$ cat src/rtl/pic_pkg.sv
package pic_pkg;
  // Fixed layout of the register space (byte offsets)
  localparam logic [31:0] PRIO_BASE  = 32'h0000_0000;
  localparam logic [31:0] EN_BASE    = 32'h0000_2000;
  localparam logic [31:0] EN_STRIDE  = 32'h0000_0080;
  localparam logic [31:0] CTX_BASE   = 32'h0020_0000;
  localparam logic [31:0] CTX_STRIDE = 32'h0000_1000;
  localparam logic [11:0] OFF_THRESH = 12'h000;
  localparam logic [11:0] OFF_CLAIM  = 12'h004;
endpackage

$ cat src/rtl/pic_gateway.sv
module pic_gateway (
  input  logic clk,
  input  logic rst_n,
  input  logic level,
  input  logic claim,
  input  logic complete,
  output logic pending,
  output logic in_service
);
  logic pend_q, pend_d, svc_q, svc_d, upd;

  always_comb begin
    pend_d = pend_q;
    svc_d  = svc_q;
    if (claim) begin
      pend_d = 1'b0;
      svc_d  = 1'b1;
    end else begin
      if (level && !pend_q && !svc_q) pend_d = 1'b1;
      if (complete && svc_q)          svc_d  = 1'b0;
    end
    upd = (pend_d != pend_q) || (svc_d != svc_q);
  end

  always_ff @(posedge clk or negedge rst_n) begin
    if (!rst_n) begin
      pend_q <= 1'b0;
      svc_q  <= 1'b0;
    end else if (upd) begin
      pend_q <= pend_d;
      svc_q  <= svc_d;
    end
  end

  assign pending    = pend_q;
  assign in_service = svc_q;
endmodule

$ cat src/rtl/pic_arbiter.sv
module pic_arbiter #(
  parameter int NUM_SRC = 31,
  parameter int PRIO_W  = 3,
  parameter int ID_W    = 5
) (
  input  logic [NUM_SRC:1]             pend,
  input  logic [NUM_SRC:1]             en,
  input  logic [NUM_SRC:1][PRIO_W-1:0] prio,
  input  logic [PRIO_W-1:0]            thr,
  output logic [ID_W-1:0]              best_id,
  output logic                         found
);
  logic [PRIO_W-1:0] best_p;

  // Walk from the highest ID down; ">=" lets a lower ID take a tie.
  always_comb begin
    best_id = '0;
    best_p  = '0;
    found   = 1'b0;
    for (int i = NUM_SRC; i >= 1; i--) begin
      if (pend[i] && en[i] && (prio[i] > thr) && (!found || prio[i] >= best_p)) begin
        found   = 1'b1;
        best_p  = prio[i];
        best_id = ID_W'(i);
      end
    end
  end
endmodule

$ cat src/rtl/pic_hub.sv
module pic_hub #(
  parameter int NUM_SRC = 31,
  parameter int NUM_CTX = 2,
  parameter int PRIO_W  = 3,
  parameter int ADDR_W  = 26
) (
  input  logic               clk,
  input  logic               rst_n,
  input  logic [NUM_SRC-1:0] irq_src,
  input  logic [ADDR_W-1:0]  reg_addr,
  input  logic               reg_wr,
  input  logic [31:0]        reg_wdata,
  input  logic               reg_rd,
  output logic [31:0]        reg_rdata,
  output logic [NUM_CTX-1:0] irq_o
);
  import pic_pkg::*;

  localparam int ID_W  = $clog2(NUM_SRC + 1);
  localparam int CTX_W = (NUM_CTX > 1) ? $clog2(NUM_CTX) : 1;

  // Reset: asynchronous assert, synchronous release
  logic [1:0] rst_sync;
  logic       rst_int_n;
  always_ff @(posedge clk or negedge rst_n) begin
    if (!rst_n) rst_sync <= 2'b00;
    else        rst_sync <= {rst_sync[0], 1'b1};
  end
  assign rst_int_n = rst_sync[1];

  // Address decode
  logic [31:0]      a32, en_rel, ctx_rel, prio_idx, en_word;
  logic [CTX_W-1:0] en_ctx, c_ctx;
  logic [11:0]      c_off;
  logic             is_prio, is_en, is_ctx;

  always_comb begin
    a32      = {{(32-ADDR_W){1'b0}}, reg_addr[ADDR_W-1:2], 2'b00};
    en_rel   = a32 - EN_BASE;
    ctx_rel  = a32 - CTX_BASE;
    is_prio  = (a32 < EN_BASE);
    is_en    = (a32 >= EN_BASE) && (a32 < EN_BASE + EN_STRIDE * NUM_CTX);
    is_ctx   = (a32 >= CTX_BASE) && (a32 < CTX_BASE + CTX_STRIDE * NUM_CTX);
    prio_idx = (a32 - PRIO_BASE) >> 2;
    en_word  = {25'd0, en_rel[6:2]};
    en_ctx   = CTX_W'(en_rel >> 7);
    c_ctx    = CTX_W'(ctx_rel >> 12);
    c_off    = ctx_rel[11:0];
  end

  // Configuration state
  logic [NUM_SRC:1][PRIO_W-1:0]  prio_q, prio_d;
  logic [NUM_CTX-1:0][NUM_SRC:1] en_q, en_d;
  logic [NUM_CTX-1:0][PRIO_W-1:0] thr_q, thr_d;
  logic prio_we, en_we, thr_we;

  always_comb begin
    prio_d  = prio_q;
    en_d    = en_q;
    thr_d   = thr_q;
    prio_we = reg_wr && is_prio && (prio_idx >= 32'd1) && (prio_idx <= 32'(NUM_SRC));
    en_we   = reg_wr && is_en;
    thr_we  = reg_wr && is_ctx && (c_off == OFF_THRESH);
    for (int n = 1; n <= NUM_SRC; n++) begin
      if (prio_idx == 32'(n)) prio_d[n] = reg_wdata[PRIO_W-1:0];
      if (en_word == 32'(n / 32)) en_d[en_ctx][n] = reg_wdata[n % 32];
    end
    thr_d[c_ctx] = reg_wdata[PRIO_W-1:0];
  end

  always_ff @(posedge clk or negedge rst_int_n) begin
    if (!rst_int_n) begin
      prio_q <= '0;
      en_q   <= '0;
      thr_q  <= '0;
    end else begin
      if (prio_we) prio_q <= prio_d;
      if (en_we)   en_q   <= en_d;
      if (thr_we)  thr_q  <= thr_d;
    end
  end

  // Per-context selection
  logic [NUM_SRC:1]             pend_w, insvc_w;
  logic [NUM_CTX-1:0][ID_W-1:0] best_id;
  logic [NUM_CTX-1:0]           found;

  for (genvar c = 0; c < NUM_CTX; c++) begin : g_ctx
    pic_arbiter #(.NUM_SRC(NUM_SRC), .PRIO_W(PRIO_W), .ID_W(ID_W)) u_arb (
      .pend(pend_w), .en(en_q[c]), .prio(prio_q), .thr(thr_q[c]),
      .best_id(best_id[c]), .found(found[c])
    );
  end
  assign irq_o = found;

  // Claim / complete handshake
  logic            claim_hit, compl_hit;
  logic [ID_W-1:0] claim_id;
  assign claim_hit = reg_rd && is_ctx && (c_off == OFF_CLAIM);
  assign claim_id  = best_id[c_ctx];
  assign compl_hit = reg_wr && is_ctx && (c_off == OFF_CLAIM) &&
                     (reg_wdata != 32'd0) && (reg_wdata <= 32'(NUM_SRC));

  for (genvar s = 1; s <= NUM_SRC; s++) begin : g_src
    pic_gateway u_gw (
      .clk(clk), .rst_n(rst_int_n), .level(irq_src[s-1]),
      .claim(claim_hit && (claim_id == ID_W'(s))),
      .complete(compl_hit && (reg_wdata == 32'(s))),
      .pending(pend_w[s]), .in_service(insvc_w[s])
    );
  end

  // Read path
  always_comb begin
    reg_rdata = '0;
    if (reg_rd) begin
      if (is_prio) begin
        for (int n = 1; n <= NUM_SRC; n++)
          if (prio_idx == 32'(n)) reg_rdata[PRIO_W-1:0] = prio_q[n];
      end else if (is_en) begin
        for (int n = 1; n <= NUM_SRC; n++)
          if (en_word == 32'(n / 32)) reg_rdata[n % 32] = en_q[en_ctx][n];
      end else if (is_ctx) begin
        if (c_off == OFF_THRESH)     reg_rdata[PRIO_W-1:0] = thr_q[c_ctx];
        else if (c_off == OFF_CLAIM) reg_rdata[ID_W-1:0]   = claim_id;
      end
    end
  end
endmodule

$ cat config.mk
export PLATFORM = sky130hd
export DESIGN_NAME = pic_hub
export DESIGN_NICKNAME = d
export VERILOG_FILES = /design/src/rtl/pic_pkg.sv /design/src/rtl/pic_gateway.sv /design/src/rtl/pic_arbiter.sv /design/src/rtl/pic_hub.sv
export SDC_FILE = /design/constraint.sdc
export NUM_CORES = 1
export LEC_CHECK = 0
export ABC_AREA = 1
export BUFFER_PORTS_ARGS = -buffer_cell sky130_fd_sc_hd__buf_2
export CELL_PAD_IN_SITES_DETAIL_PLACEMENT = 0
export CELL_PAD_IN_SITES_GLOBAL_PLACEMENT = 1
export CORE_UTILIZATION = 40
export DETAILED_ROUTE_END_ITERATION = 16
export GPL_ROUTABILITY_DRIVEN = 1
export PLACE_DENSITY = 0.8
export SLEW_MARGIN = 20
export SYNTH_ARGS = -nofsm -noshare
export SYNTH_HDL_FRONTEND = slang
export SYNTH_SLANG_ARGS = --single-unit
export TNS_END_PERCENT = 5
$ cat constraint.sdc
create_clock -name clk -period 88.6 [get_ports clk]
set_clock_uncertainty 0.2 [all_clocks]
set_input_delay 8.86 -clock clk [delete_from_list [all_inputs] [get_ports clk]]
set_output_delay 8.86 -clock clk [all_outputs]
set_load 0.005 [all_outputs]
==> qor.csv <==
metric,value,unit
outcome,"complete, no violations",
largest fanout on the critical path,20,
grt ovf,0,
number of nets at the end of the flow,3805,
gr usage total,0.2708,
# setup viols final,0,
part of the cycle the worst path needs,0.4904,
"EDFF count, synth",0,
Peak supply drop,0.01537,mV
P per Cell Area,9.488,mW/mm^2
number of primary I/O pins,127,
via count,22310,
die footprint,0.05753,mm^2
Synth Cell Area,0.02263,mm^2
final setup TNS,0,ns
maximum number of pins on one net before global-route repair,67,
Routed WL per cell,18.63,um
highest layer used for signal routing,met5,
Initial Utilization,0.4076,
layout-stage area growth over the synthesis result,11.08,%
number of setup buffers added after CTS,0,
core area,0.05552,mm^2
post-route standard cell area excluding fillers,0.02514,mm^2
number of distinct library cell variants in the gate-level netlist after synthesis,53,
smallest setup slack after layout,45.15,ns
most repeated library cell on the critical path,nand2_1,
Slew @ Worst Pin,0.9295,ns
CP Launch Type,register,
Hold Fails Final Rpt,0,
Post-CTS Hold Buffers,0,
Rel. slew slack,0.3803,
CP Capture Type,output port,
antenna-violating nets left,0,
highest clock frequency the design can meet,0.02302,GHz
number of synthesized register bits,225,
leading register cell type out of synthesis,dfrtp_1,
share of synthesized flip-flops with an asynchronous set or reset,1.000,
post-cts repair resize count,0,
unrepaired setup endpoints after global routing,no,
final core utilization,0.4527,
data arrival time of the worst path,34.39,ns
start of the worst register-to-register path,thr_q[3],
worst setup path start,thr_q[3],
post-placement worst setup slack,46.04,ns
start-to-end type of the worst setup path,register to output port,
slowest stage cell on the critical path,dfrtp_2,
number of remaining DRC errors,0,
placed standard-cell area,0.02413,mm^2
delay of the slowest cell on the worst path,0.91,ns
initial antenna violation count,2,
number of global-route vias before repair,20640,
max-capacitance violation count,0,
Clock Path Buffers,3,
count of buffers inserted at the top-level ports,124,
post-route minimum period,43.45,ns
Horiz. Die Dim,239.9,um
root cell of the clock tree,clkbuf_16,
Synth Net Count,3682,
clock latency reported for the late side of the worst-skew pair,0.59,ns
type of the tightest min-delay check,register to async pin,
met1 routed wirelength after detailed routing,36790,um
dpl hpwl,61190,um
DRT Pass-1 Iters,5,
clock buffer count from CTS,28,
warnings from Yosys,0,
count of final max-slew check failures,0,
fraction of final layout cells sized beyond drive strength 1,0.1286,
"wirelength, routed",77600,um
TritonCTS clock tree,built,
clock tree sinks,225,
Post-Syn Instances,3269,
Core Rows,86,
"leading cell types in the layout, fill and taps excluded","893 x nand2_1, 379 x o21ai_0, 369 x inv_1",
Die Height,239.9,um
CTS H-tree lvls,1,
met3 wire len,4800,um
standby leakage power,12.41,nW
"most common cell after layout, fill and taps aside",nand2_1,
Final Hold Slack,0.08822,ns
endpoint required time on the critical path,79.54,ns
first-pass GRT wire length,120000,um
clock edge transition at the registers on the reported setup and hold paths,0.06,ns
syn_area_per_cell,6.922,um^2
DRC marker count from the first detailed-route iteration,1627,
Via density,5.356,
routed length on met2,33410,um
proportion of synthesized chip area in sequential cells,0.2488,
RePlAce Congestion,0.8962,
[synth_stat cells, types with 22 or more instances]
cell | instances | area share
a211oi_1 | 54 | 0.018
a21oi_1 | 96 | 0.021
a22oi_1 | 30 | 0.010
a311oi_1 | 50 | 0.019
clkbuf_1 | 42 | 0.0070
dfrtp_1 | 225 | 0.25
ha_1 | 320 | 0.18
inv_1 | 371 | 0.062
inv_2 | 31 | 0.0051
nand2_1 | 895 | 0.15
nand2_2 | 111 | 0.031
nand2_4 | 38 | 0.019
nand3_1 | 157 | 0.035
nand4_1 | 42 | 0.012
nor2_1 | 221 | 0.037
o21ai_0 | 379 | 0.084
o21bai_1 | 22 | 0.0073
[sequential cells by signal (all words and copies together), names as in the netlist]
register and cells:
thr_q 6, g_src.u_gw.in_service 31, en_q 62, g_src.u_gw.pending 31, prio_q 93, rst_sync 2
[area by class of cell]
type | instances | area [um^2]
multi-input combinational | 2582 | 15240
clock buffer | 36 | 760.7
inverter | 411 | 1550
antenna | 3 | 7.507
tap | 748 | 935.9
clock inverter | 16 | 231.5
timing repair buffer | 144 | 770.7
fill | 5904 | 30390
sequential | 225 | 5637
[power breakdown]
group          switching [W]  leakage (nW)  internal [W]
combinational     0.00000776          8.96    0.00000232
clock              0.0000499         0.479     0.0000754
sequential       0.000000326          2.97      0.000103
[through the flow]
stage / cells / power [W]
3_3_place_gp: 4110 / 0.0001150
3_5_place_dp: 4110 / 0.0001150
6_report: 4165 / 0.0002385
4_1_cts: 4162 / 0.0002402
5_1_grt: 4162 / 0.0002458
2_1_floorplan: 3269 / 0.0001095
[cells by family (layout without fill, tap and decap cells)]
logic type | after synthesis | in the layout | synth area share
compound gates | 702 | 702 | 0.1825
fa+ha+maj | 320 | 320 | 0.1769
buf+inv | 462 | 607 | 0.07896
flops | 225 | 225 | 0.2488
other cells | 1 | 4 | 0.0001657
simple gates | 1559 | 1559 | 0.3127
[critical path, delay by kind of cell, from the launching register on]
kind | cells | cell delay [ns]
and+or+nand+nor | 150 | 12.28
DFF | 1 | 0.91
AOI/OAI and AO/OA | 59 | 9.11
adders and majority gates | 31 | 9.04
buffers and inverters | 44 | 2.40
[worst paths after layout]
kind	endpoint	cells after the start	slack, ns
worst max-delay path	reg_rdata[1]	284	45.15
worst min-delay path	en_q[2]	0	0.09
worst max register to register	g_src[21].u_gw.pending	284	54.37
worst min register to register	en_q[2]	0	0.09
max in group asynchronous	rst_sync[1]	1	80.25
min in group clk	rst_sync[1]	0	0.15
[layer usage]
| metal | global-route usage | up-vias |
|---|---|---|
| met5 | 0 | - |
| met4 | 0.08415 | 2 |
| met1 | 0.3809 | 10300 |
| li1 | - | 11310 |
| met2 | 0.4230 | 588 |
| met3 | 0.04259 | 116 |
Note: power is estimated with default switching activity, not from simulation.
